$ cat config.mk
export PLATFORM = sky130hd
export DESIGN_NAME = pwm_dist14
export DESIGN_NICKNAME = d
export VERILOG_FILES = /design/src/rtl/pwm_dist_pkg.sv /design/src/rtl/pwm_dist_frame_cnt.sv /design/src/rtl/pwm_dist_ratio_regs.sv /design/src/rtl/pwm_dist_slot_fsm.sv /design/src/rtl/pwm_dist14.sv
export SDC_FILE = /design/constraint.sdc
export NUM_CORES = 1
export LEC_CHECK = 0
export ABC_AREA = 0
export BUFFER_PORTS_ARGS = -buffer_cell sky130_fd_sc_hd__buf_2
export CAP_MARGIN = 20
export CORE_MARGIN = 2
export CORE_UTILIZATION = 28
export CTS_CLUSTER_DIAMETER = 40
export DETAILED_ROUTE_END_ITERATION = 7
export SLEW_MARGIN = 20
export SYNTH_ARGS = -nofsm -noshare
export SYNTH_HDL_FRONTEND = slang
export SYNTH_SLANG_ARGS = --single-unit
export TNS_END_PERCENT = 100
$ cat constraint.sdc
create_clock -name clk_i -period 1.8 [get_ports clk_i]
set_clock_uncertainty 0.05 [all_clocks]
set_input_delay 0.09 -clock clk_i [delete_from_list [all_inputs] [get_ports clk_i]]
set_output_delay 0.09 -clock clk_i [all_outputs]
set_load 0.005 [all_outputs]
$ cat src/rtl/pwm_dist_pkg.sv
package pwm_dist_pkg;

    // Per-slot output phase of the slot sequencer
    typedef enum logic [1:0] {
        ST_LOW  = 2'd0,
        ST_BASE = 2'd1,
        ST_EXT  = 2'd2
    } slot_state_e;

endpackage

$ cat src/rtl/pwm_dist_frame_cnt.sv
module pwm_dist_frame_cnt #(
    parameter int CNT_BITS = 14
) (
    input  logic                clk_i,
    input  logic                rst_i,
    output logic [CNT_BITS-1:0] cnt_o,
    output logic                wrap_o
);

    localparam logic [CNT_BITS-1:0] CNT_TOP = {CNT_BITS{1'b1}};

    logic [CNT_BITS-1:0] cnt_q;

    // Free-running down counter; zero is the last clock of a frame
    always_ff @(posedge clk_i) begin
        if (rst_i) begin
            cnt_q <= CNT_TOP;
        end else if (cnt_q == '0) begin
            cnt_q <= CNT_TOP;
        end else begin
            cnt_q <= cnt_q - 1'b1;
        end
    end

    assign cnt_o  = cnt_q;
    assign wrap_o = (cnt_q == '0);

endmodule

$ cat src/rtl/pwm_dist_ratio_regs.sv
module pwm_dist_ratio_regs #(
    parameter int SLOT_BITS = 7,
    parameter int POS_BITS  = 7
) (
    input  logic                 clk_i,
    input  logic                 rst_i,
    input  logic                 hi_wr_i,
    input  logic [POS_BITS-1:0]  hi_data_i,
    input  logic                 lo_wr_i,
    input  logic [SLOT_BITS-1:0] lo_data_i,
    input  logic                 load_i,
    output logic [POS_BITS-1:0]  sh_hi_o,
    output logic [SLOT_BITS-1:0] sh_lo_o,
    output logic [POS_BITS-1:0]  act_hi_o,
    output logic [SLOT_BITS-1:0] act_lo_o
);

    logic [POS_BITS-1:0]  sh_hi_q,  act_hi_q;
    logic [SLOT_BITS-1:0] sh_lo_q,  act_lo_q;

    // Shadow halves, each with its own strobe
    always_ff @(posedge clk_i) begin
        if (rst_i) begin
            sh_hi_q <= '0;
            sh_lo_q <= '0;
        end else begin
            if (hi_wr_i) sh_hi_q <= hi_data_i;
            if (lo_wr_i) sh_lo_q <= lo_data_i;
        end
    end

    // Active ratio: copied only on the frame-wrap clock
    always_ff @(posedge clk_i) begin
        if (rst_i) begin
            act_hi_q <= '0;
            act_lo_q <= '0;
        end else if (load_i) begin
            act_hi_q <= sh_hi_q;
            act_lo_q <= sh_lo_q;
        end
    end

    assign sh_hi_o  = sh_hi_q;
    assign sh_lo_o  = sh_lo_q;
    assign act_hi_o = act_hi_q;
    assign act_lo_o = act_lo_q;

endmodule

$ cat src/rtl/pwm_dist_slot_fsm.sv
module pwm_dist_slot_fsm
    import pwm_dist_pkg::*;
#(
    parameter int SLOT_BITS = 7,
    parameter int POS_BITS  = 7
) (
    input  logic                          clk_i,
    input  logic                          rst_i,
    input  logic [SLOT_BITS+POS_BITS-1:0] cnt_i,
    input  logic [POS_BITS-1:0]           act_hi_i,
    input  logic [SLOT_BITS-1:0]          act_lo_i,
    output logic                          pwm_o
);

    localparam int CNT_BITS = SLOT_BITS + POS_BITS;

    logic [SLOT_BITS-1:0] slot_up;
    logic [SLOT_BITS-1:0] slot_rev;
    logic [POS_BITS-1:0]  pos_up;
    logic                 in_base;
    logic                 at_ext;
    logic                 ext_sel;
    slot_state_e          state_q, state_d;

    // Elapsed slot and position: the counter runs downward
    assign slot_up = ~cnt_i[CNT_BITS-1:POS_BITS];
    assign pos_up  = ~cnt_i[POS_BITS-1:0];

    // Bit reversal spreads the selected slots evenly over the frame
    for (genvar gi = 0; gi < SLOT_BITS; gi++) begin : g_rev
        assign slot_rev[gi] = slot_up[SLOT_BITS-1-gi];
    end

    assign ext_sel = (slot_rev < act_lo_i);
    assign in_base = (pos_up < act_hi_i);
    assign at_ext  = (pos_up == act_hi_i) && ext_sel;

    // Next-state logic
    always_comb begin
        state_d = ST_LOW;
        unique case (state_q)
            ST_LOW: begin
                if (in_base)     state_d = ST_BASE;   // slot start
                else if (at_ext) state_d = ST_EXT;    // extend, no base
                else             state_d = ST_LOW;
            end
            ST_BASE: begin
                if (in_base)     state_d = ST_BASE;
                else if (at_ext) state_d = ST_EXT;    // extend
                else             state_d = ST_LOW;    // base done
            end
            ST_EXT: begin
                if (in_base)     state_d = ST_BASE;   // next slot starts
                else             state_d = ST_LOW;    // extension done
            end
            default:             state_d = ST_LOW;
        endcase
    end

    // State register
    always_ff @(posedge clk_i) begin
        if (rst_i) state_q <= ST_LOW;
        else       state_q <= state_d;
    end

    // Output decode
    always_comb begin
        pwm_o = (state_q == ST_BASE) || (state_q == ST_EXT);
    end

endmodule

$ cat src/rtl/pwm_dist14.sv
module pwm_dist14 #(
    parameter int SLOT_BITS = 7,
    parameter int POS_BITS  = 7
) (
    input  logic                 clk_i,
    input  logic                 rst_i,
    input  logic                 hi_wr_i,
    input  logic [POS_BITS-1:0]  hi_data_i,
    input  logic                 lo_wr_i,
    input  logic [SLOT_BITS-1:0] lo_data_i,
    output logic                 pwm_o
);

    localparam int CNT_BITS = SLOT_BITS + POS_BITS;

    logic [CNT_BITS-1:0]  cnt_w;
    logic                 wrap_w;
    logic [POS_BITS-1:0]  sh_hi_w,  act_hi_w;
    logic [SLOT_BITS-1:0] sh_lo_w,  act_lo_w;

    pwm_dist_frame_cnt #(
        .CNT_BITS (CNT_BITS)
    ) u_cnt (
        .clk_i  (clk_i),
        .rst_i  (rst_i),
        .cnt_o  (cnt_w),
        .wrap_o (wrap_w)
    );

    pwm_dist_ratio_regs #(
        .SLOT_BITS (SLOT_BITS),
        .POS_BITS  (POS_BITS)
    ) u_regs (
        .clk_i     (clk_i),
        .rst_i     (rst_i),
        .hi_wr_i   (hi_wr_i),
        .hi_data_i (hi_data_i),
        .lo_wr_i   (lo_wr_i),
        .lo_data_i (lo_data_i),
        .load_i    (wrap_w),
        .sh_hi_o   (sh_hi_w),
        .sh_lo_o   (sh_lo_w),
        .act_hi_o  (act_hi_w),
        .act_lo_o  (act_lo_w)
    );

    pwm_dist_slot_fsm #(
        .SLOT_BITS (SLOT_BITS),
        .POS_BITS  (POS_BITS)
    ) u_fsm (
        .clk_i    (clk_i),
        .rst_i    (rst_i),
        .cnt_i    (cnt_w),
        .act_hi_i (act_hi_w),
        .act_lo_i (act_lo_w),
        .pwm_o    (pwm_o)
    );

endmodule

* After elaboration in Yosys (flattened, before gate mapping)
Index checks and enable logic that the tools add are counted.
** Word-level totals
- Register bits after elaboration :: 44
- Input bits :: 18
- Word-level logic and storage cells :: 24
** Operators by class
- Multiplexer cells :: 4
- Equal/unequal tests :: 3
- Add/subtract/negate cells :: 1
- Reduce and logical (&&, ||, !) cells :: 6
- $lt $le $gt $ge :: 2
- Bitwise logic cells :: 2
** Operators by type and width (count)
- 14-bit zero test :: 1
- 7-bit < comparator :: 2
- 7-bit NOT :: 2
- 14-bit by 1-bit subtractor with 14-bit output, second input constant :: 1
- 7-bit == test :: 1
- 2-bit two-way mux :: 2
- 2-bit one-hot mux with 2 select lines :: 1
- 2-bit OR reduction :: 2
- 2-bit by 1-bit == test with 1-bit output, second input constant :: 1
- 2-bit == test, second input constant :: 1
- 2-bit zero test :: 1
- 1-bit logical AND :: 1
- 1-bit logical OR :: 1
- 1-bit two-way mux :: 1

* Depth between registers and ports, before layout
- Depth after elaboration :: 6
- Gate-level depth with buffers :: 8
- Gate-level depth less buffers :: 6

* Cells and area by module
From an unflattened synthesis, not the netlist that was laid out.
** Second synthesis, totals
- Cells, all modules :: 227
- Area total of the unflattened synthesis :: 2120.8 um^2
** Modules (own cells, without submodules)
- pwm_dist_ratio_regs :: area an instance 1007.2 um^2, instances 1, cells an instance 91
- pwm_dist_frame_cnt :: area an instance 614.3 um^2, instances 1, cells an instance 66
- pwm_dist_slot_fsm :: area an instance 499.2 um^2, instances 1, cells an instance 70

* Worst setup path after synthesis
Ideal clock, no wire load.
- Path type :: register to register
- Start :: reg u_cnt.cnt_q[0], in the netlist u_cnt.cnt_o[0]
- End :: reg u_cnt.cnt_q[12], in the netlist u_cnt.cnt_o[12]
- Slack :: 0.082 ns
- Cell stages (with the launch flop) :: 7
- Required time :: 1.617 ns
- Arrival :: 1.535 ns
- Period minus slack after synthesis :: 1.718 ns
- Path through :: dfxtp_1 inv_1 ha_1 nor4b_1 nand2_1 o41ai_1 nand3_1
** Between the ends
- Longest elaborated chain between the ends :: 2
- Elaborated cells on any way between the ends :: 3
- Those cells by class :: 1 x add/sub; 2 x reduce/logical
** RTL lines
- start, declared :: RTL line pwm_dist_frame_cnt.sv:12 : logic [CNT_BITS-1:0] cnt_q;
- start signal, assigned :: RTL line pwm_dist_frame_cnt.sv:21 : cnt_q <= cnt_q - 1'b1;
- parallel branches: the longest is 2 deep, another holds 14-bit by 1-bit subtractor with 14-bit output
Parallel ways; which one is timed is not known.
A chain may end at the register's enable or synchronous reset.

* Worst setup path after layout
- Start :: reg u_cnt.cnt_q[6], in the netlist u_cnt.cnt_o[6]
- End :: reg u_fsm.state_q[1]
** Between the ends
- Longest elaborated chain between the ends :: 6
- Elaborated cells on any way between the ends :: 7
- Those cells by class :: 1 x order compare; 1 x eq/ne; 3 x mux; 1 x bitwise; 1 x reduce/logical
** RTL lines
- 7-bit NOT * :: RTL line pwm_dist_slot_fsm.sv:27 : assign pos_up = ~cnt_i[POS_BITS-1:0];
- parallel branches: the longest is 3 deep, another holds 7-bit < comparator
- 2-bit two-way mux * :: RTL line pwm_dist_slot_fsm.sv:43 : if (in_base) state_d = ST_BASE;
- 2-bit one-hot mux with 2 select lines * :: RTL line pwm_dist_slot_fsm.sv:41 : unique case (state_q)
- end signal, assigned :: RTL line pwm_dist_slot_fsm.sv:63 : else state_q <= state_d;
- end, declared :: RTL line pwm_dist_slot_fsm.sv:23 : slot_state_e state_q, state_d;
Mark *: on every way between the ends.

==> impl_metrics.py <==
metrics = {
    "synthesis": {
        "synth_area_leader_cell": "dfxtp_1",
        "syn_area_mm2": 0.00210,
        "syn_nets": 275,
        "ys_ff_latch": 44,
        "syn_avg_cell_area_um2": 8.83,
        "synth_seq_area_share_pct": 41.9,
        "ys_top_cells_by_area": "dfxtp_1 (42%), ha_1 (11%), nand2_1 (7.3%)",
        "yosysWarnings": 0,
        "postSynthCellCount": 238,
        "yosysUniqueCellTypes": 36,
        "synth_top_area_share_pct": 41.9,
    },
    "timing": {
        "setup_tns_ns": 0,
        "relSlewSlack_pct": 64.4,
        "layout_setup_ws_ns": 0.0720,
        "finalHoldViolCount": 0,
        "worstMarginPinSlew_ns": 0.533,
        "final_max_slew_viol_count": 0,
        "period_needed_ns": 1.73,
        "timing.final.crit_share_pct": 96.0,
        "finalSetupViolCount": 0,
        "max_freq_mhz": 579,
    },
    "cts": {
        "htreeDepth": 2,
        "numClockSinks": 44,
        "clk_latency_ns": 0.29,
        "cts_tree": "yes",
        "cts_buffers": 5,
        "cts_setup_buffers": 0,
        "clock_path_buffers": 2,
        "clockRootBuffer": "clkbuf_8",
        "cts.clk_slew.worst_paths_ns": 0.08,
    },
    "power_and_ir_drop": {
        "vdd_ir_drop_max_uv": 565,
        "internal_power_w": 0.00140,
        "clock_power_share_pct": 35.8,
        "power_switching_w": 0.000432,
        "power_density_mw_per_mm2": 697,
        "p_sw_share_pct": 23.5,
        "p_leak_nw": 1.16,
        "pwr-share-comb_pct": 8.9,
        "power.share.sequential_pct": 55.4,
    },
    "final_layout": {
        "fin_cells": 380,
        "multi_input_area_mm2": 0.00110,
        "drive_gt1_share_pct": 18.5,
        "layout_common_cells": "nand2_1 (41), dfxtp_1 (40), inv_1 (27)",
        "fillers": 763,
        "syn2layout_area_growth_pct": 25.2,
        "layout.area.seq_um2": 888,
        "antenna_cells": 0,
        "num-nets-final": 317,
        "layout_commonest_cell": "nand2_1",
    },
    "placement": {
        "dp_hpwl_um": 2980,
        "io_buffers": 18,
        "dp_cells": 358,
        "gp_congestion": 0.795,
        "dp_slack_ns": -0.171,
    },
    "die": {
        "die_h_um": 90.6,
        "ios": 19,
        "die_w_um": 90.6,
        "dieArea_mm2": 0.00821,
        "core.rowCount": 31,
        "coreArea_mm2": 0.00725,
        "start_util_pct": 29.0,
    },
    "drt": {
        "vias": 1630,
        "route.detailed.drc": 0,
        "wl_per_cell_um": 10.6,
        "drt-vias-per-instance": 4.29,
        "drt_iter0_drc": 63,
        "ant_nets": 0,
        "first_pass_iters": 4,
        "routed_wl_um": 4040,
    },
    "worst_hold_path": {
        "min_path_type": "primary input to register",
        "hp-start": "rst_i",
        "min_to": "u_regs.act_lo_o[0]",
        "hold_depth": 2,
    },
    "critical_path": {
        "crit_type": "register to register",
        "critPathCaptureType": "register",
        "startpoint_type": "register",
        "r2r_end": "u_fsm.state_q[1]",
        "r2r_slack_ns": 0.07,
        "crit_fanout": 4,
        "critPathRequiredTime_ns": 1.95,
        "reg2reg_depth": 6,
        "r2r_start": "u_cnt.cnt_o[6]",
        "arrival_ns": 1.88,
    },
    "outcome": {
        "run_status": "finished clean",
    },
    "global_routing": {
        "grt_usage_pct": 10.4,
        "grt_pass1_wl_um": 7160,
        "grt-ovfl-total": 0,
        "grt_pass1_vias": 1663,
        "grt_max_degree": 26,
        "antenna_found_initial": 0,
    },
    "job": {
        "maxCapViolCount": 0,
    },
}
==> cells in the mapped netlist <==
| master | count |
|---|---|
| or4b_1 | 1 |
| nor4_4 | 1 |
| inv_1 | 27 |
| a211oi_1 | 1 |
| nor4_1 | 1 |
| a21oi_1 | 15 |
| buf_1 | 2 |
| or4_1 | 1 |
| ha_1 | 19 |
| o21a_1 | 1 |
| nor2b_1 | 2 |
| nor3_1 | 3 |
| a31oi_1 | 1 |
| nand4_1 | 6 |
| and3_1 | 2 |
| buf_6 | 2 |
| buf_12 | 1 |
| o211ai_1 | 1 |
| a21oi_2 | 1 |
| nor2_1 | 17 |
| xor2_1 | 1 |
| and4_1 | 1 |
| clkbuf_1 | 4 |
| dfxtp_1 | 44 |
| mux2i_1 | 14 |
| nand2_1 | 41 |
| nor4b_1 | 2 |
| a211o_1 | 1 |
| nor3_2 | 1 |
| a21o_1 | 3 |
| nand3_1 | 8 |
| xnor2_1 | 7 |
| a221oi_1 | 1 |
| o21ai_0 | 3 |
| o41ai_1 | 1 |
| nor4_2 | 1 |
==> worst max-delay path by stage <==
stage,slack (ns),from,depth (start not counted),end
2_1_floorplan,0.08,u_cnt.cnt_o[0],6,u_cnt.cnt_o[12]
3_3_place_gp,-0.06,u_cnt.cnt_o[0],6,u_cnt.cnt_o[12]
3_5_place_dp,-0.17,u_cnt.cnt_o[0],6,u_cnt.cnt_o[12]
4_1_cts,0.006,u_cnt.cnt_o[1],7,u_cnt.cnt_o[8]
5_1_grt,-0.0004,u_cnt.cnt_o[0],7,u_cnt.cnt_o[8]
6_report,0.07,u_cnt.cnt_o[6],6,u_fsm.state_q[1]
==> routing by layer <==
metal  routed length, um  share of wire, %  vias to the layer above  track usage (%)
met2                1870                46                       21             18.2
met4                  40              0.99                        0             3.08
met5                   0                 0                        -                0
met3                  94               2.3                        4             1.75
met1                2030                50                      727             13.2
li1                    -                 -                      878                -
==> through the flow <==
stage / instance area, um^2 / total power (W) / hold WS [ns] / utilization, %
3_5_place_dp: 2340 / 0.00117 / 0.280 / 32.3
5_1_grt: 2630 / 0.00192 / 0.0421 / 36.3
6_report: 2630 / 0.00183 / 0.0364 / 36.3
3_3_place_gp: 2340 / 0.00117 / 0.272 / 32.3
4_1_cts: 2600 / 0.00185 / 0.0352 / 35.9
2_1_floorplan: 2100 / 0.00112 / 0.145 / -
==> sequential cells by signal, indices dropped and copies added (netlist names) <==
signal and count:
u_cnt.cnt_o 14, u_regs.act_hi_o 7, u_regs.act_lo_o 7, u_regs.sh_hi_o 7, u_regs.sh_lo_o 7, u_fsm.state_q 2
==> area by class of cell <==
cell class | instances | share of cell area [%]
clock buffer | 6 | 3.14
clock inverter | 2 | 0.523
inverter | 27 | 3.85
multi-input combinational | 158 | 41.7
sequential | 44 | 33.8
tap | 99 | 4.71
timing repair buffer | 44 | 12.3
==> power groups by stage <==
stage / clock network, W / logic [W] / registers (W)
after floorplan: 0 / 0.0000877 / 0.00104
after global placement: 0 / 0.000131 / 0.00104
after detailed placement: 0 / 0.000136 / 0.00104
after global routing: 0.000717 / 0.000183 / 0.00102
final: 0.000656 / 0.000162 / 0.00101
after CTS: 0.000676 / 0.000161 / 0.00102
==> cells by family after synthesis <==
group	Yosys count	share of synthesized area [%]
AND/OR/NAND/NOR	88	20.4
flip-flops	44	41.9
buffers and inverters	36	7.92
AO/OA/AOI/OAI	29	8.40
adder cells (fa/ha/maj)	19	11.3
multiplexers	14	6.67
XOR/XNOR	8	3.34
==> critical path, cell delays in order, from the launching register on <==
cell      delay (ns)
dfxtp_2         0.40
inv_1           0.10
ha_1            0.31
and3_1          0.20
nand4_1         0.10
a211o_1         0.26
a211oi_1        0.21
==> timing repair <==
| item | CTS | global route |
|---|---|---|
| hold endpoints to repair | 14 | 0 |
| pin swaps | 0 | 1 |
| hold buffers | 14 | 0 |
| gates resized for setup | 8 | 7 |
| endpoints found under the setup margin | 14 | 7 |
Power figures use the tool's default switching activity.
